`config.mk`:
```
export PLATFORM = sky130hd
export DESIGN_NAME = dtmf_serial_reporter
export DESIGN_NICKNAME = d
export VERILOG_FILES = /design/src/rtl/dtmf_rep_pkg.sv /design/src/rtl/dtmf_key_encoder.sv /design/src/rtl/dtmf_bit_timer.sv /design/src/rtl/dtmf_frame_shifter.sv /design/src/rtl/dtmf_serial_reporter.sv
export SDC_FILE = /design/constraint.sdc
export NUM_CORES = 1
export LEC_CHECK = 0
export BUFFER_PORTS_ARGS = -buffer_cell sky130_fd_sc_hd__buf_2
export CAP_MARGIN = 20
export CORE_UTILIZATION = 40
export CTS_CLUSTER_DIAMETER = 120
export CTS_CLUSTER_SIZE = 12
export DETAILED_ROUTE_END_ITERATION = 6
export GPL_TIMING_DRIVEN = 0
export PLACE_DENSITY = 0.58
export SLEW_MARGIN = 30
export SYNTH_ARGS = -nofsm -noshare
export SYNTH_HDL_FRONTEND = slang
export SYNTH_SLANG_ARGS = --single-unit
```
`constraint.sdc`:
```
create_clock -name clk -period 1.9 [get_ports clk]
set_input_delay 0.285 -clock clk [delete_from_list [all_inputs] [get_ports clk]]
set_output_delay 0.285 -clock clk [all_outputs]
set_load 0.02 [all_outputs]
```
`src/rtl/dtmf_rep_pkg.sv`:
```
package dtmf_rep_pkg;

  localparam int FRAME_BITS = 10;

  typedef enum logic [1:0] {
    ST_IDLE = 2'd0,
    ST_LEAD = 2'd1,
    ST_SEND = 2'd2
  } rep_state_e;

  // grid position to reported code
  function automatic logic [3:0] key_to_code(input logic [1:0] row, input logic [1:0] col);
    logic [3:0] r4;
    logic [3:0] c4;
    r4 = {2'b00, row};
    c4 = {2'b00, col};
    if (col == 2'd3) begin
      case (row)
        2'd0:    key_to_code = 4'd13;
        2'd1:    key_to_code = 4'd14;
        2'd2:    key_to_code = 4'd15;
        default: key_to_code = 4'd0;
      endcase
    end else if (row != 2'd3) begin
      key_to_code = r4 * 4'd3 + c4 + 4'd1;
    end else begin
      case (col)
        2'd0:    key_to_code = 4'd11;
        2'd1:    key_to_code = 4'd10;
        default: key_to_code = 4'd12;
      endcase
    end
  endfunction

  // two's-complement nibble: code + checksum wraps to zero
  function automatic logic [3:0] code_checksum(input logic [3:0] code);
    code_checksum = 4'd0 - code;
  endfunction

  // bit 0 leaves first
  function automatic logic [FRAME_BITS-1:0] make_frame(input logic [3:0] code,
                                                       input logic [3:0] chk);
    make_frame = {1'b1, chk, code, 1'b0};
  endfunction

endpackage

```
`src/rtl/dtmf_key_encoder.sv`:
```
module dtmf_key_encoder
  import dtmf_rep_pkg::*;
(
  input  logic [1:0] row,
  input  logic [1:0] col,
  output logic [3:0] code,
  output logic [3:0] chk
);

  assign code = key_to_code(row, col);
  assign chk  = code_checksum(code);

  always_comb begin
    AST_CHECKSUM_ZERO_SUM: assert (4'(code + chk) == 4'd0);
  end

endmodule

```
`src/rtl/dtmf_bit_timer.sv`:
```
module dtmf_bit_timer #(
  parameter int W = 12
) (
  input  logic         clk,
  input  logic         rst_n,
  input  logic         clear,
  input  logic [W-1:0] limit,
  output logic         tick
);

  logic [W-1:0] cnt;

  assign tick = (cnt == limit - W'(1));

  always_ff @(posedge clk or negedge rst_n) begin
    if (!rst_n)      cnt <= '0;
    else if (clear)  cnt <= '0;
    else if (tick)   cnt <= '0;
    else             cnt <= cnt + W'(1);
  end

  AST_TIMER_IN_RANGE: assert property (@(posedge clk) disable iff (!rst_n)
    cnt < limit);

endmodule

```
`src/rtl/dtmf_frame_shifter.sv`:
```
module dtmf_frame_shifter
  import dtmf_rep_pkg::*;
(
  input  logic                  clk,
  input  logic                  rst_n,
  input  logic                  load,
  input  logic [FRAME_BITS-1:0] frame_in,
  input  logic                  advance,
  output logic                  bit_out,
  output logic                  last_bit
);

  localparam int IW = $clog2(FRAME_BITS);

  logic [FRAME_BITS-1:0] frame_q;
  logic [IW-1:0]         idx_q;

  assign bit_out  = frame_q[0];
  assign last_bit = (idx_q == IW'(FRAME_BITS - 1));

  always_ff @(posedge clk or negedge rst_n) begin
    if (!rst_n) begin
      frame_q <= '1;
      idx_q   <= '0;
    end else if (load) begin
      frame_q <= frame_in;
      idx_q   <= '0;
    end else if (advance) begin
      frame_q <= {1'b1, frame_q[FRAME_BITS-1:1]};
      idx_q   <= idx_q + IW'(1);
    end
  end

  AST_IDX_IN_FRAME: assert property (@(posedge clk) disable iff (!rst_n)
    idx_q <= IW'(FRAME_BITS - 1));

  AST_FRAME_HOLD: assert property (@(posedge clk) disable iff (!rst_n)
    (!load && !advance) |=> $stable(frame_q));

endmodule

```
`src/rtl/dtmf_serial_reporter.sv`:
```
module dtmf_serial_reporter
  import dtmf_rep_pkg::*;
#(
  parameter int BIT_CYCLES  = 2983,
  parameter int LEAD_CYCLES = 3580
) (
  input  logic       clk,
  input  logic       rst_n,
  input  logic       pwr_down,
  input  logic       key_valid,
  input  logic [1:0] key_row,
  input  logic [1:0] key_col,
  output logic       ser_out,
  output logic       dv_n,
  output logic       busy
);

  localparam int MAX_CYC = (BIT_CYCLES > LEAD_CYCLES) ? BIT_CYCLES : LEAD_CYCLES;
  localparam int TW      = $clog2(MAX_CYC + 1);

  rep_state_e state_q;

  logic [3:0]            key_code;
  logic [3:0]            key_chk;
  logic [FRAME_BITS-1:0] frame_word;
  logic                  tick;
  logic [TW-1:0]         period;
  logic                  bit_out;
  logic                  last_bit;

  // named events for the checks
  logic accept;
  logic start_evt;
  logic advance;
  logic finish_evt;

  dtmf_key_encoder u_enc (
    .row  (key_row),
    .col  (key_col),
    .code (key_code),
    .chk  (key_chk)
  );

  assign frame_word = make_frame(key_code, key_chk);
  assign period     = (state_q == ST_LEAD) ? TW'(LEAD_CYCLES) : TW'(BIT_CYCLES);

  dtmf_bit_timer #(.W(TW)) u_timer (
    .clk   (clk),
    .rst_n (rst_n),
    .clear (state_q == ST_IDLE),
    .limit (period),
    .tick  (tick)
  );

  assign accept     = key_valid && !pwr_down && (state_q == ST_IDLE);
  assign start_evt  = !pwr_down && (state_q == ST_LEAD) && tick;
  assign advance    = !pwr_down && (state_q == ST_SEND) && tick && !last_bit;
  assign finish_evt = !pwr_down && (state_q == ST_SEND) && tick && last_bit;

  dtmf_frame_shifter u_shift (
    .clk      (clk),
    .rst_n    (rst_n),
    .load     (accept),
    .frame_in (frame_word),
    .advance  (advance),
    .bit_out  (bit_out),
    .last_bit (last_bit)
  );

  always_ff @(posedge clk or negedge rst_n) begin
    if (!rst_n)                state_q <= ST_IDLE;
    else if (pwr_down)         state_q <= ST_IDLE;
    else if (accept)           state_q <= ST_LEAD;
    else if (start_evt)        state_q <= ST_SEND;
    else if (finish_evt)       state_q <= ST_IDLE;
  end

  assign ser_out = pwr_down || (state_q != ST_SEND) || bit_out;
  assign dv_n    = pwr_down || (state_q == ST_IDLE);
  assign busy    = !pwr_down && (state_q != ST_IDLE);

  AST_PDWN_LINES_HIGH: assert property (@(posedge clk) disable iff (!rst_n)
    pwr_down |-> (ser_out && dv_n && !busy));

  AST_IDLE_LINE_HIGH: assert property (@(posedge clk) disable iff (!rst_n)
    !busy |-> ser_out);

  AST_DV_ON_ACCEPT: assert property (@(posedge clk) disable iff (!rst_n || pwr_down)
    accept |=> (!dv_n && busy));

  AST_START_BIT_LOW: assert property (@(posedge clk) disable iff (!rst_n || pwr_down)
    start_evt |=> !ser_out);

  AST_STOP_BIT_HIGH: assert property (@(posedge clk) disable iff (!rst_n)
    ((state_q == ST_SEND) && last_bit) |-> ser_out);

  AST_RELEASE_AFTER_STOP: assert property (@(posedge clk) disable iff (!rst_n || pwr_down)
    finish_evt |=> (dv_n && !busy));

  AST_BUSY_DROPS_KEY: assert property (@(posedge clk) disable iff (!rst_n || pwr_down)
    (busy && key_valid && !finish_evt) |=> busy);

endmodule

```
### Yosys cells after proc, flatten, opt, wreduce, memory -nomap -nowiden

Index checks and enable logic that the tools add are counted.

| operators by class | value |
|---|---|
| $add $sub $neg | 6 |
| $mul | 1 |
| div/mod/pow operators | 0 |
| order comparisons | 0 |
| equal/unequal tests | 10 |
| shift-type cells | 0 |
| mux-type cells | 15 |
| bitwise operators | 0 |
| reductions and logical operators | 20 |

Operators by type and width:

| cell | number |
|---|---|
| $mux W12 | 2 |
| $mux W10 | 2 |
| $mux W4 | 4 |
| $add A12 B1 Y12 const B | 1 |
| $eq A12 B12 Y1 | 1 |
| $pmux W4 S3 | 1 |
| $sub A12 B1 Y12 const B | 1 |
| $mux W11 | 1 |
| $logic_and A1 B1 Y1 | 9 |
| $add A4 B1 Y4 const B | 2 |
| $mux W2 | 4 |
| $eq A2 B1 Y1 const B | 3 |
| $eq A2 B2 Y1 const B | 3 |
| $logic_not A2 Y1 | 3 |
| $pmux W3 S2 | 1 |
| $add A4 B2 Y4 | 1 |
| $eq A4 B4 Y1 const B | 1 |
| $mul A2 B2 Y4 const B | 1 |
| $ne A2 B2 Y1 const B | 2 |
| $reduce_bool A2 Y1 | 2 |
| $reduce_bool A4 Y1 | 1 |
| $sub A1 B4 Y4 const A | 1 |
| $logic_or A1 B1 Y1 | 3 |
| $logic_not A1 Y1 | 2 |

| storage, ports and cells | value |
|---|---|
| flip-flop bits (word level) | 28 |
| latch bits | 0 |
| RAM bits | 0 |
| bits in read-only memories | 0 |
| input port bits | 8 |
| output and inout port bits | 3 |
| word-level logic and storage cells | 56 |
| memories kept | 0 |

### Depth between registers and ports, before layout

Gate-level depths: netlist of the first run.

| logic depth | value |
|---|---|
| word-level depth | 10 |
| mapped depth | 9 |
| mapped depth without buffers | 9 |

### Modules after synthesis

From an unflattened synthesis of the first run, not the netlist that was laid out.

| unflattened totals | value |
|---|---|
| cells, all modules | 235 |
| area total of the unflattened synthesis | 2184.6 µm² |

By module, submodules not included:

| module | instances | cells an instance | area each (µm²) | sequential area each (µm²) |
|---|---|---|---|---|
| dtmf_bit_timer | 1 | 112 | 987.2 | 300.3 |
| dtmf_frame_shifter | 1 | 65 | 706.9 | 362.8 |
| dtmf_key_encoder | 1 | 39 | 322.8 | 0.0 |
| dtmf_serial_reporter | 1 | 19 | 167.7 | 50.0 |

### Worst setup path before layout of the first run

No wires, ideal clock.

| path | value |
|---|---|
| kind | input-to-reg |
| start | in key_row[0] |
| end | reg u_shift.frame_q[8] |
| library setup time | 0.098 ns |
| arrival | 2.164 ns |
| required time | 1.802 ns |
| setup slack | -0.363 ns |
| stages on the path | 8 |
| path buffers | 0 |
| cells stage by stage | fa_1 -> inv_1 -> fa_1 -> nand2b_1 -> a22oi_1 -> a21boi_0 -> nand2_1 -> a221oi_1 |

| between the ends | value |
|---|---|
| cells in the longest elaborated chain, start to end | 7 |
| elaborated cells between the ends (all ways) | 12 |
| classes of those cells | add/sub: 3; mul: 1; eq/ne: 3; mux: 4; reduce/logical: 1 |

RTL lines:

| what | RTL line | text |
|---|---|---|
| from (decl) | dtmf_serial_reporter.sv:11 | `input logic [1:0] key_row,` |
| $mul A2 B2 Y4 | dtmf_rep_pkg.sv:25 | `key_to_code = r4 * 4'd3 + c4 + 4'd1;` |
| $add A4 B2 Y4 | dtmf_rep_pkg.sv:25 |  |
| $add A4 B1 Y4 | dtmf_rep_pkg.sv:25 |  |
| $mux W4 | dtmf_rep_pkg.sv:24 | `end else if (row != 2'd3) begin` |
| $mux W4 * | dtmf_rep_pkg.sv:17 | `if (col == 2'd3) begin` |
| $sub A1 B4 Y4 * | dtmf_rep_pkg.sv:37 | `code_checksum = 4'd0 - code;` |
| $mux W10 * | dtmf_frame_shifter.sv:25 | `end else if (load) begin` |
| to (signal assigned) | dtmf_frame_shifter.sv:26 | `frame_q <= frame_in;` |
| to (signal assigned) | dtmf_frame_shifter.sv:29 | `frame_q <= {1'b1, frame_q[FRAME_BITS-1:1]};` |
| to (decl) | dtmf_frame_shifter.sv:15 | `logic [FRAME_BITS-1:0] frame_q;` |

Mark *: on every way between the ends. The rest lies on a longest branch, timed or not.
A chain may end at the register's enable or synchronous reset.

### Worst setup path in the final report of the first run

Same ends and word-level chain as after synthesis.

==> impl_metrics.env, run 1 <==
export IMPL_synth_async_reset_ratio_pct=100
export IMPL_ys_flop_type="dfrtp_1"
export IMPL_required_ns=2.10
export IMPL_hold_viol_final=0
export IMPL_drc=0
export IMPL_met3_usage_pct=2.05
export IMPL_design_core_area_sq_um=4030
export IMPL_top_usage_layer="met2"
export IMPL_worstSetupStartpoint="key_row[0]"
export IMPL_cts_made_buffers=3
export IMPL_violations="negative setup slack"
export IMPL_h_tree_depth=1
export IMPL_dp_cells=232
export IMPL_tightest_slew_ns=0.607
export IMPL_rsz0062_at_grt="true"
export IMPL_synth_edf_count=0
export IMPL_p_int_w=0.000939
export IMPL_hold_buffers=0
export IMPL_io_buffers=10
export IMPL_sw_frac_of_total_pct=28.2
export IMPL_cts_max_path_buffers=2
export IMPL_layout_commonest_cell="nor2_1"
export IMPL_viasPerCell=5.35
export IMPL_reg2reg_from="state_q[1]"
export IMPL_arrival_ns=2.22
export IMPL_first_global_vias=1293
export IMPL_routabilityCongestion=0.771
export IMPL_initial_core_util_pct=41.9
export IMPL_p_clk_share_pct=25.8
export IMPL_num_fill_cells=383
export IMPL_die_width_um=67.0
export IMPL_path_max_fanout=3
export IMPL_cts_sinks=27
export IMPL_combinationalPowerShare_pct=21.3
export IMPL_grt_usage_pct=17.8
export IMPL_leakage_nw=0.891
export IMPL_fin_crit_sh_pct=106
export IMPL_clock_latency_ns=0.28
export IMPL_post_place_ws_ns=-0.500
export IMPL_pwr_density_cell_nw_per_um2=626
export IMPL_first_pass_iters=4
export IMPL_num_vias=1331
export IMPL_fin_cells=249
export IMPL_period_needed_ns=2.02
export IMPL_outcome="finished, violations left"
export IMPL_rows=23
export IMPL_path_class="in -> reg"
export IMPL_max_freq_ghz=0.495
export IMPL_grt_pass1_wl_mm=5.98
export IMPL_grtUsageMet2_pct=28.4
export IMPL_root_buffer="clkbuf_8"
export IMPL_holdWs_ns=0.00682
export IMPL_routed_wl_mm=3.60
export IMPL_slew_headroom_pct=59.5
export IMPL_ys_ff_latch=27
export IMPL_antenna_found_initial=0
export IMPL_hold_path_class="in -> async"
export IMPL_max_cap_violations=0
export IMPL_gr_usage_met1_pct=24.4
export IMPL_wl_per_cell_um=14.5
export IMPL_setup_violations=6
export IMPL_layout_drive_gt1_share_pct=31.2
export IMPL_syn2layout_area_growth_pct=23.6
export IMPL_tns_ns=-0.357
export IMPL_drv_slew=0
export IMPL_syn_area_per_cell_sq_um=9.81
export IMPL_dieArea_sq_um=4480
export IMPL_end_kind="flop"
export IMPL_num_antenna_cells=0
export IMPL_setup_ws_ns=-0.119
export IMPL_layout_common_cells="23 x nor2_1, 17 x dfrtp_1, 14 x buf_4"
export IMPL_peakVddDrop_uv=263
export IMPL_grt_max_degree=28
export IMPL_grt_overflow_total=0
export IMPL_die_h_um=67.0
export IMPL_io_pin_count=11
export IMPL_synth_nets=193
export IMPL_fin_nets=221
export IMPL_skew_ns=0.00185
export IMPL_power_switching_w=0.000368
export IMPL_ant_nets=0
export IMPL_seqPwrFrac_pct=52.9
export IMPL_worstSetupStartpointType="primary input"
export IMPL_yosysUniqueCellTypes=43
export IMPL_synthCells=172
export IMPL_dr_first_iter_drc_count=41
export IMPL_cts_tree="yes"
export IMPL_seq_area_frac_synth_pct=40.7
export IMPL_clk_pin_slew_ns=0.09
export IMPL_syn_cell_area_sq_um=1690
export IMPL_yosysWarnings=0
export IMPL_place_hpwl_mm=2.43
-- cells by family after synthesis --
| logic type | after synthesis | share of synthesized area [%] |
|---|---|---|
| buf+inv | 15 | 3.85 |
| xor+xnor | 15 | 7.78 |
| simple gates | 69 | 22.9 |
| compound gates | 31 | 13.0 |
| mux | 2 | 1.26 |
| fa+ha+maj | 13 | 10.5 |
| flops | 27 | 40.7 |
-- path summary, 6_finish.rpt --
| path | to | slack (ns) | cells past startpoint |
|---|---|---|---|
| max in group asynchronous | state_q[0] | 1.46 | 1 |
| worst max register to register | u_shift.idx_q[1] | -0.01 | 7 |
| min in group clk | state_q[1] | 0.25 | 2 |
| worst min-delay path | u_timer.cnt[7] | 0.007 | 1 |
| worst min register to register | u_shift.frame_q[6] | 0.48 | 2 |
| worst max-delay path | u_shift.frame_q[8] | -0.12 | 9 |
-- cell type report --
type                    instances  area [sq um]  share of cell area (%)
flip-flops and latches         27           688                    33.0
well taps                      50          62.6                    3.00
plain buffers                   3          30.0                    1.44
inverters                      12          45.0                    2.16
repair buffers                 23           164                    7.85
clock buffers                   4          45.0                    2.16
multi-input cells             130          1050                    50.4
-- layer usage --
metal / up-vias / part of all wire, %
li1: 656 / -
met1: 652 / 47
met2: 17 / 49
met3: 6 / 2.4
met4: 0 / 1.5
met5: - / 0
-- power by group through the flow --
| stage | Clock, W | Sequential (W) | Combinational (W) |
|---|---|---|---|
| floorplan | 0 | 0.000690 | 0.000166 |
| CTS | 0.000343 | 0.000689 | 0.000263 |
| global placement | 0 | 0.000699 | 0.000219 |
| global route | 0.000365 | 0.000701 | 0.000311 |
| detailed placement | 0 | 0.000701 | 0.000229 |
| finish | 0.000338 | 0.000691 | 0.000278 |
-- critical path, stage by stage --
cell and delay (ns):
buf_8 0.10, fa_1 0.55, inv_1 0.05, fa_1 0.48
nand2b_1 0.07, a22oi_2 0.18, a21boi_2 0.21, nand2_1 0.07
a221oi_2 0.22
-- synth_stat cells, types with 2 or more instances --
library cell / count / area share (%)
a21oi_1: 5 / 1.5
a221o_1: 4 / 2.4
a22oi_1: 3 / 1.3
a32o_1: 2 / 1.2
and3_1: 2 / 0.74
and4_1: 2 / 1.0
buf_4: 2 / 0.89
dfrtp_1: 18 / 27
dfstp_2: 9 / 14
fa_1: 2 / 2.4
ha_1: 11 / 8.2
inv_1: 12 / 2.7
nand2_1: 9 / 2.0
nand2b_1: 5 / 1.9
nand3_1: 6 / 1.8
nand3b_1: 4 / 1.8
nor2_1: 25 / 5.6
nor2b_1: 2 / 0.74
nor3_1: 3 / 0.89
o211ai_1: 3 / 1.3
o21ai_0: 6 / 1.8
or2_2: 3 / 1.1
xnor2_1: 9 / 4.7
xor2_1: 6 / 3.1
-- through the flow --
step                      power, W  area (sq um)  util (%)
final                      0.00131          2090      51.8
after global routing       0.00138          2090      51.8
after CTS                  0.00129          2030      50.3
after detailed placement  0.000930          1830      45.3
after global placement    0.000918          1830      45.3
after floorplan           0.000857          1710         -
-- sequential cells by signal, indices dropped and copies added (netlist names) --
name	flops
u_shift.frame_q	9
u_shift.idx_q	4
state_q	2
u_timer.cnt	12
-- timing repair --
item                                    4_1_cts  5_1_grt
setup buffers                                 9        3
cloned                                        1        0
resized for setup                            18       10
endpoints found under the setup margin       21       22
pin swaps                                    10        8
Note: power is estimated with default switching activity, not from simulation.
==> run 2, diff against run 1 <==
--- a/config.mk
+++ b/config.mk
@@ -5,6 +5,7 @@
 export SDC_FILE = /design/constraint.sdc
 export NUM_CORES = 1
 export LEC_CHECK = 0
+export ABC_AREA = 1
 export BUFFER_PORTS_ARGS = -buffer_cell sky130_fd_sc_hd__buf_2
 export CAP_MARGIN = 20
 export CORE_UTILIZATION = 40
@@ -12,7 +13,7 @@
 export CTS_CLUSTER_SIZE = 12
 export DETAILED_ROUTE_END_ITERATION = 6
 export GPL_TIMING_DRIVEN = 0
-export PLACE_DENSITY = 0.58
+export PLACE_DENSITY = 0.57
 export SLEW_MARGIN = 30
 export SYNTH_ARGS = -nofsm -noshare
 export SYNTH_HDL_FRONTEND = slang
==> run 2 against run 1 <==
The flow still finishes with violations (negative setup slack). Via count is 19% higher. First-iteration DRC count down 24%. Clock skew up 0.0030 ns. Final cell count rose by 33%. Design area rose by 3.7%. Critical path type unchanged. Total power increased by 11%.
==> impl_metrics.env, run 2 <==
export IMPL_outcome="finished, violations left"
export IMPL_violations="negative setup slack"
export IMPL_clk_pin_slew_ns=0.10
export IMPL_synthCells=257
export IMPL_cp_common_cell="nand2_1"
export IMPL_period_needed_ns=1.98
export IMPL_yosysUniqueCellTypes=26
export IMPL_tns_ns=-0.157
export IMPL_rows=24
export IMPL_grt_pass1_wl_mm=6.73
export IMPL_die_width_um=70.4
export IMPL_required_ns=2.13
export IMPL_synth_common_cells="72 x nand2_1, 40 x nor2_1, 37 x inv_1"
export IMPL_path_class="in -> reg"
export IMPL_io_buffers=10
export IMPL_hold_path_class="in -> async"
export IMPL_synth_most_common_cell="nand2_1"
export IMPL_synth_nets=278
export IMPL_root_buffer="clkbuf_8"
export IMPL_largest_register="u_timer.cnt"
export IMPL_holdWs_ns=0.0112
export IMPL_reg_largest_list="u_timer.cnt: 12 flops, u_shift.frame_q: 9 flops, u_shift.idx_q: 4 flops"
export IMPL_skew_ns=0.00485
export IMPL_max_freq_ghz=0.505
export IMPL_drc=0
export IMPL_wl_per_cell_um=11.2
export IMPL_layout_commonest_cell="nand2_1"
export IMPL_first_pass_iters=4
export IMPL_die_h_um=70.4
export IMPL_cp_slowest_stage_delay_ns=0.56
export IMPL_synth_area_leaders="dfrtp_1 24%, nand2_1 14%, dfstp_2 13%, nor2_1 8.0%, nand3_1 7.8%"
export IMPL_layout_drive_gt1_share_pct=21.9
export IMPL_antenna_found_initial=0
export IMPL_dr_first_iter_drc_count=31
export IMPL_r2r_cells=9
export IMPL_rsz0062_at_grt="true"
export IMPL_syn_cell_area_sq_um=1870
export IMPL_grt_max_degree=28
export IMPL_dieArea_sq_um=4950
export IMPL_design_core_area_sq_um=4410
export IMPL_layout_common_cells="68 x nand2_1, 39 x nor2_1, 36 x inv_1"
export IMPL_seq_area_frac_synth_pct=36.7
export IMPL_h_tree_depth=1
export IMPL_cts_tree="yes"
export IMPL_synth_largest_area_cell="dfrtp_1"
export IMPL_num_antenna_cells=0
export IMPL_grt_overflow_total=0
export IMPL_arrival_ns=2.21
export IMPL_cp_cell_sequence="buf_8, fa_1, inv_1, fa_2, nand2_1, nand2_1, nand2_2, inv_2, ha_4, nand2_2, nand2_2, nand2_1, nand2_1"
export IMPL_end_kind="flop"
export IMPL_fin_crit_sh_pct=104
export IMPL_place_hpwl_mm=2.79
export IMPL_cts_made_buffers=3
export IMPL_fin_nets=300
export IMPL_pwr_density_cell_nw_per_um2=671
export IMPL_dp_cells=319
export IMPL_routabilityCongestion=0.792
export IMPL_rrSetupSlack_ns=0.26
export IMPL_utilization_pct=49.0
export IMPL_crit_slowest_cell="fa_1"
export IMPL_viasPerCell=4.79
export IMPL_io_pin_count=11
export IMPL_synth_async_reset_ratio_pct=100
export IMPL_synth_edf_count=0
export IMPL_drv_slew=0
export IMPL_ant_nets=0
export IMPL_hold_viol_final=0
export IMPL_first_global_vias=1582
export IMPL_num_vias=1580
export IMPL_syn2layout_area_growth_pct=15.7
export IMPL_routed_wl_mm=3.69
export IMPL_tightest_slew_ns=0.629
export IMPL_worstSetupStartpointType="primary input"
export IMPL_setup_violations=3
export IMPL_path_max_fanout=6
export IMPL_r2r_end="u_shift.idx_q[3]"
export IMPL_fin_cells=330
export IMPL_initial_core_util_pct=42.3
export IMPL_largest_register_ffs=12
export IMPL_cts_max_path_buffers=2
export IMPL_syn_area_per_cell_sq_um=7.27
export IMPL_slew_headroom_pct=58.1
export IMPL_total_power_w=0.00145
export IMPL_leakage_nw=1.09
export IMPL_ys_flop_type="dfrtp_1"
export IMPL_reg2reg_from="u_shift.idx_q[1]"
export IMPL_setup_ws_ns=-0.0800
export IMPL_yosysWarnings=0
export IMPL_ys_ff_latch=27
export IMPL_max_cap_violations=0
export IMPL_grt_usage_pct=16.8
export IMPL_synth_top_area_share_pct=24.1
export IMPL_worstSetupStartpoint="key_row[1]"
export IMPL_clock_latency_ns=0.28
export IMPL_cts_sinks=27
export IMPL_peakVddDrop_uv=270
[run 2: worst max path at each step]
| stage | end | cells past startpoint | slack, ns |
|---|---|---|---|
| final | u_shift.frame_q[6] | 13 | -0.08 |
| after global routing | u_shift.frame_q[6] | 13 | -0.19 |
| after CTS | u_shift.frame_q[7] | 12 | -0.10 |
| after detailed placement | u_shift.frame_q[7] | 12 | -0.44 |
| after global placement | u_shift.frame_q[7] | 12 | -0.42 |
| after floorplan | u_shift.frame_q[7] | 11 | -0.19 |
[run 2: cell type report]
cell class	instances	area, sq um
Multi-Input combinational cell	185	1050
Tap cell	52	65.1
Buffer	3	22.5
Fill cell	469	2250
Clock inverter	1	7.51
Clock buffer	3	41.3
Sequential cell	27	687
Inverter	42	158
Timing Repair Buffer	17	129
[run 2: what timing repair did]
item,4_1_cts,5_1_grt
setup buffers,3,4
endpoints found under the hold margin,0,0
hold buffers,0,0
resized for setup,7,9
pin swaps,5,11
setup endpoints to repair,4,4
[run 2: where the power goes]
group | total (W) | internal (W) | switching [W]
sequential | 0.000718 | 0.000672 | 0.0000463
clock | 0.000348 | 0.000149 | 0.000199
combinational | 0.000386 | 0.000162 | 0.000224
total | 0.00145 | 0.000983 | 0.000469
[run 2: critical path, delay by kind of cell]
family	cells	cell delay (ns)
adder cells (fa/ha/maj)	3	1.27
buffers and inverters	3	0.24
AND/OR/NAND/NOR	7	0.40
[run 2: stage by stage]
stage / setup WS, ns / area (sq um)
2_1_floorplan: -0.189 / 1890
3_3_place_gp: -0.423 / 2010
3_5_place_dp: -0.435 / 2010
4_1_cts: -0.103 / 2110
5_1_grt: -0.186 / 2160
6_report: -0.0800 / 2160
[run 2: routing by layer]
metal / up-vias / global-route usage (%) / wire, um
li1: 829 / - / -
met4: 0 / 4.67 / 44
met1: 739 / 20.4 / 1700
met2: 8 / 30.6 / 1900
met3: 4 / 2.16 / 41
met5: - / 0 / 0
[run 2: cells by family (layout without fill, tap and decap cells)]
family          count (synthesis)  count (layout)  share of synthesized area, %
compound gates                  5               5                          1.34
xor+xnor                        9               9                          4.22
fa+ha+maj                      13              13                          9.50
buf+inv                        45              66                          9.64
flops                          27              27                          36.7
simple gates                  158             158                          38.6
==> run 3, diff against run 2 <==
--- a/config.mk
+++ b/config.mk
@@ -13,7 +13,7 @@
 export CTS_CLUSTER_SIZE = 12
 export DETAILED_ROUTE_END_ITERATION = 6
 export GPL_TIMING_DRIVEN = 0
-export PLACE_DENSITY = 0.57
+export PLACE_DENSITY = 0.66
 export SLEW_MARGIN = 30
 export SYNTH_ARGS = -nofsm -noshare
 export SYNTH_HDL_FRONTEND = slang
==> run 3 against run 2 <==
The flow still finishes with violations (negative setup slack). First-iteration DRC count up 110%. Clock power down 6.3%. Critical path depth is 1 lower. Via count is 1.6% lower. Register-to-register slack better by 0.04 ns.
==> impl_metrics.env, run 3 (same netlist as run 2, synthesis figures left out) <==
export IMPL_violations="negative setup slack"
export IMPL_place_hpwl_mm=2.53
export IMPL_rsz0062_at_grt="true"
export IMPL_largest_register="u_timer.cnt"
export IMPL_holdWs_ns=0.00663
export IMPL_syn2layout_area_growth_pct=14.3
export IMPL_reg_largest_list="u_timer.cnt: 12 flops, u_shift.frame_q: 9 flops, u_shift.idx_q: 4 flops"
export IMPL_fin_crit_sh_pct=103
export IMPL_num_antenna_cells=0
export IMPL_drv_slew=0
export IMPL_leakage_nw=1.08
export IMPL_io_buffers=10
export IMPL_clock_latency_ns=0.27
export IMPL_post_place_ws_ns=-0.427
export IMPL_die_h_um=70.4
export IMPL_dr_first_iter_drc_count=64
export IMPL_required_ns=2.11
export IMPL_max_cap_violations=0
export IMPL_cts_tree="yes"
export IMPL_fin_nets=298
export IMPL_num_vias=1554
export IMPL_rows=24
export IMPL_layout_commonest_cell="nand2_1"
export IMPL_routed_wl_mm=3.36
export IMPL_worstSetupStartpointType="primary input"
export IMPL_layout_common_cells="67 x nand2_1, 39 x nor2_1, 36 x inv_1"
export IMPL_setup_ws_ns=-0.0618
export IMPL_period_needed_ns=1.96
export IMPL_arrival_ns=2.17
export IMPL_cts_made_buffers=3
export IMPL_end_kind="flop"
export IMPL_hold_viol_final=0
export IMPL_first_global_vias=1457
export IMPL_total_power_w=0.00143
export IMPL_cts_max_path_buffers=2
export IMPL_first_pass_iters=4
export IMPL_rrSetupSlack_ns=0.30
export IMPL_cts_sinks=27
export IMPL_path_max_fanout=2
export IMPL_pwr_density_cell_nw_per_um2=670
export IMPL_largest_register_ffs=12
export IMPL_peakVddDrop_uv=597
export IMPL_grt_pass1_wl_mm=6.03
export IMPL_wl_per_cell_um=10.2
export IMPL_outcome="finished, violations left"
export IMPL_io_pin_count=11
export IMPL_viasPerCell=4.74
export IMPL_clk_pin_slew_ns=0.09
export IMPL_reg2reg_from="u_shift.idx_q[1]"
export IMPL_ant_nets=0
export IMPL_max_freq_ghz=0.510
export IMPL_setup_violations=3
export IMPL_grt_usage_pct=14.9
export IMPL_dieArea_sq_um=4950
export IMPL_slew_headroom_pct=59.5
export IMPL_grt_max_degree=28
export IMPL_h_tree_depth=1
export IMPL_grt_overflow_total=0
export IMPL_root_buffer="clkbuf_8"
export IMPL_layout_drive_gt1_share_pct=21.0
export IMPL_tightest_slew_ns=0.607
export IMPL_skew_ns=0.00651
export IMPL_path_class="in -> reg"
export IMPL_r2r_cells=9
export IMPL_drc=0
export IMPL_die_width_um=70.4
export IMPL_design_core_area_sq_um=4410
export IMPL_hold_path_class="in -> async"
export IMPL_routabilityCongestion=0.791
export IMPL_r2r_end="u_shift.idx_q[1]"
export IMPL_initial_core_util_pct=42.3
export IMPL_antenna_found_initial=0
==> run 3: metal layers <==
| metal | GRT usage, % | part of all wire, % |
|---|---|---|
| met2 | 25.5 | 47 |
| met3 | 3.75 | 2.2 |
| met1 | 18.9 | 50 |
| met5 | 0 | 0 |
| met4 | 2.89 | 0.33 |
==> run 3: cell type report <==
type	instances	area, sq um
Inverter	42	158
Fill cell	434	2280
Clock inverter	1	5.00
Tap cell	52	65.1
Multi-Input combinational cell	185	1050
Buffer	3	22.5
Clock buffer	3	41.3
Timing Repair Buffer	15	104
Sequential cell	27	687
==> run 3: how the worst max path moves through the flow <==
stage                          start                 end  slack [ns]  cells past startpoint
after global placement    key_col[1]  u_shift.frame_q[7]       -0.43                     12
after global routing      key_row[0]  u_shift.frame_q[8]       -0.19                     14
final                     key_row[0]  u_shift.frame_q[7]       -0.06                     12
after floorplan           key_col[1]  u_shift.frame_q[7]       -0.19                     11
after detailed placement  key_col[1]  u_shift.frame_q[7]       -0.43                     12
after CTS                 key_row[0]  u_shift.frame_q[7]       -0.11                     12
==> run 3: what timing repair did <==
| item | CTS | global route |
|---|---|---|
| setup endpoints to repair | 3 | 4 |
| gates resized for setup | 6 | 7 |
| hold buffers | 0 | 0 |
| buffers inserted | 3 | 2 |
| gates cloned | 0 | 0 |
| pin swaps | 5 | 9 |
| endpoints found under the hold margin | 0 | 0 |
==> run 3: critical path, cell delays in order <==
cell and delay [ns]:
buf_8 0.10, fa_1 0.54, inv_1 0.05, fa_1 0.44, nand2_1 0.07, nand2_1 0.06
nand2_2 0.10, inv_2 0.04, ha_4 0.14, or2_4 0.22, nand3_2 0.06, nand3_2 0.06
==> run 3: through the flow <==
| step | cells | utilization (%) | setup TNS, ns | cell area, sq um |
|---|---|---|---|---|
| 2_1_floorplan | 257 | - | -0.392 | 1890 |
| 6_report | 328 | 48.4 | -0.134 | 2140 |
| 4_1_cts | 326 | 47.5 | -0.192 | 2100 |
| 3_5_place_dp | 319 | 45.5 | -1.15 | 2010 |
| 3_3_place_gp | 319 | 45.5 | -1.15 | 2010 |
| 5_1_grt | 328 | 48.4 | -0.573 | 2140 |
==> run 3: report_power, final <==
| part | internal (W) | leakage, nW | switching (W) |
|---|---|---|---|
| clock network | 0.000147 | 0.0255 | 0.000179 |
| logic | 0.000165 | 0.716 | 0.000223 |
| registers | 0.000671 | 0.340 | 0.0000442 |
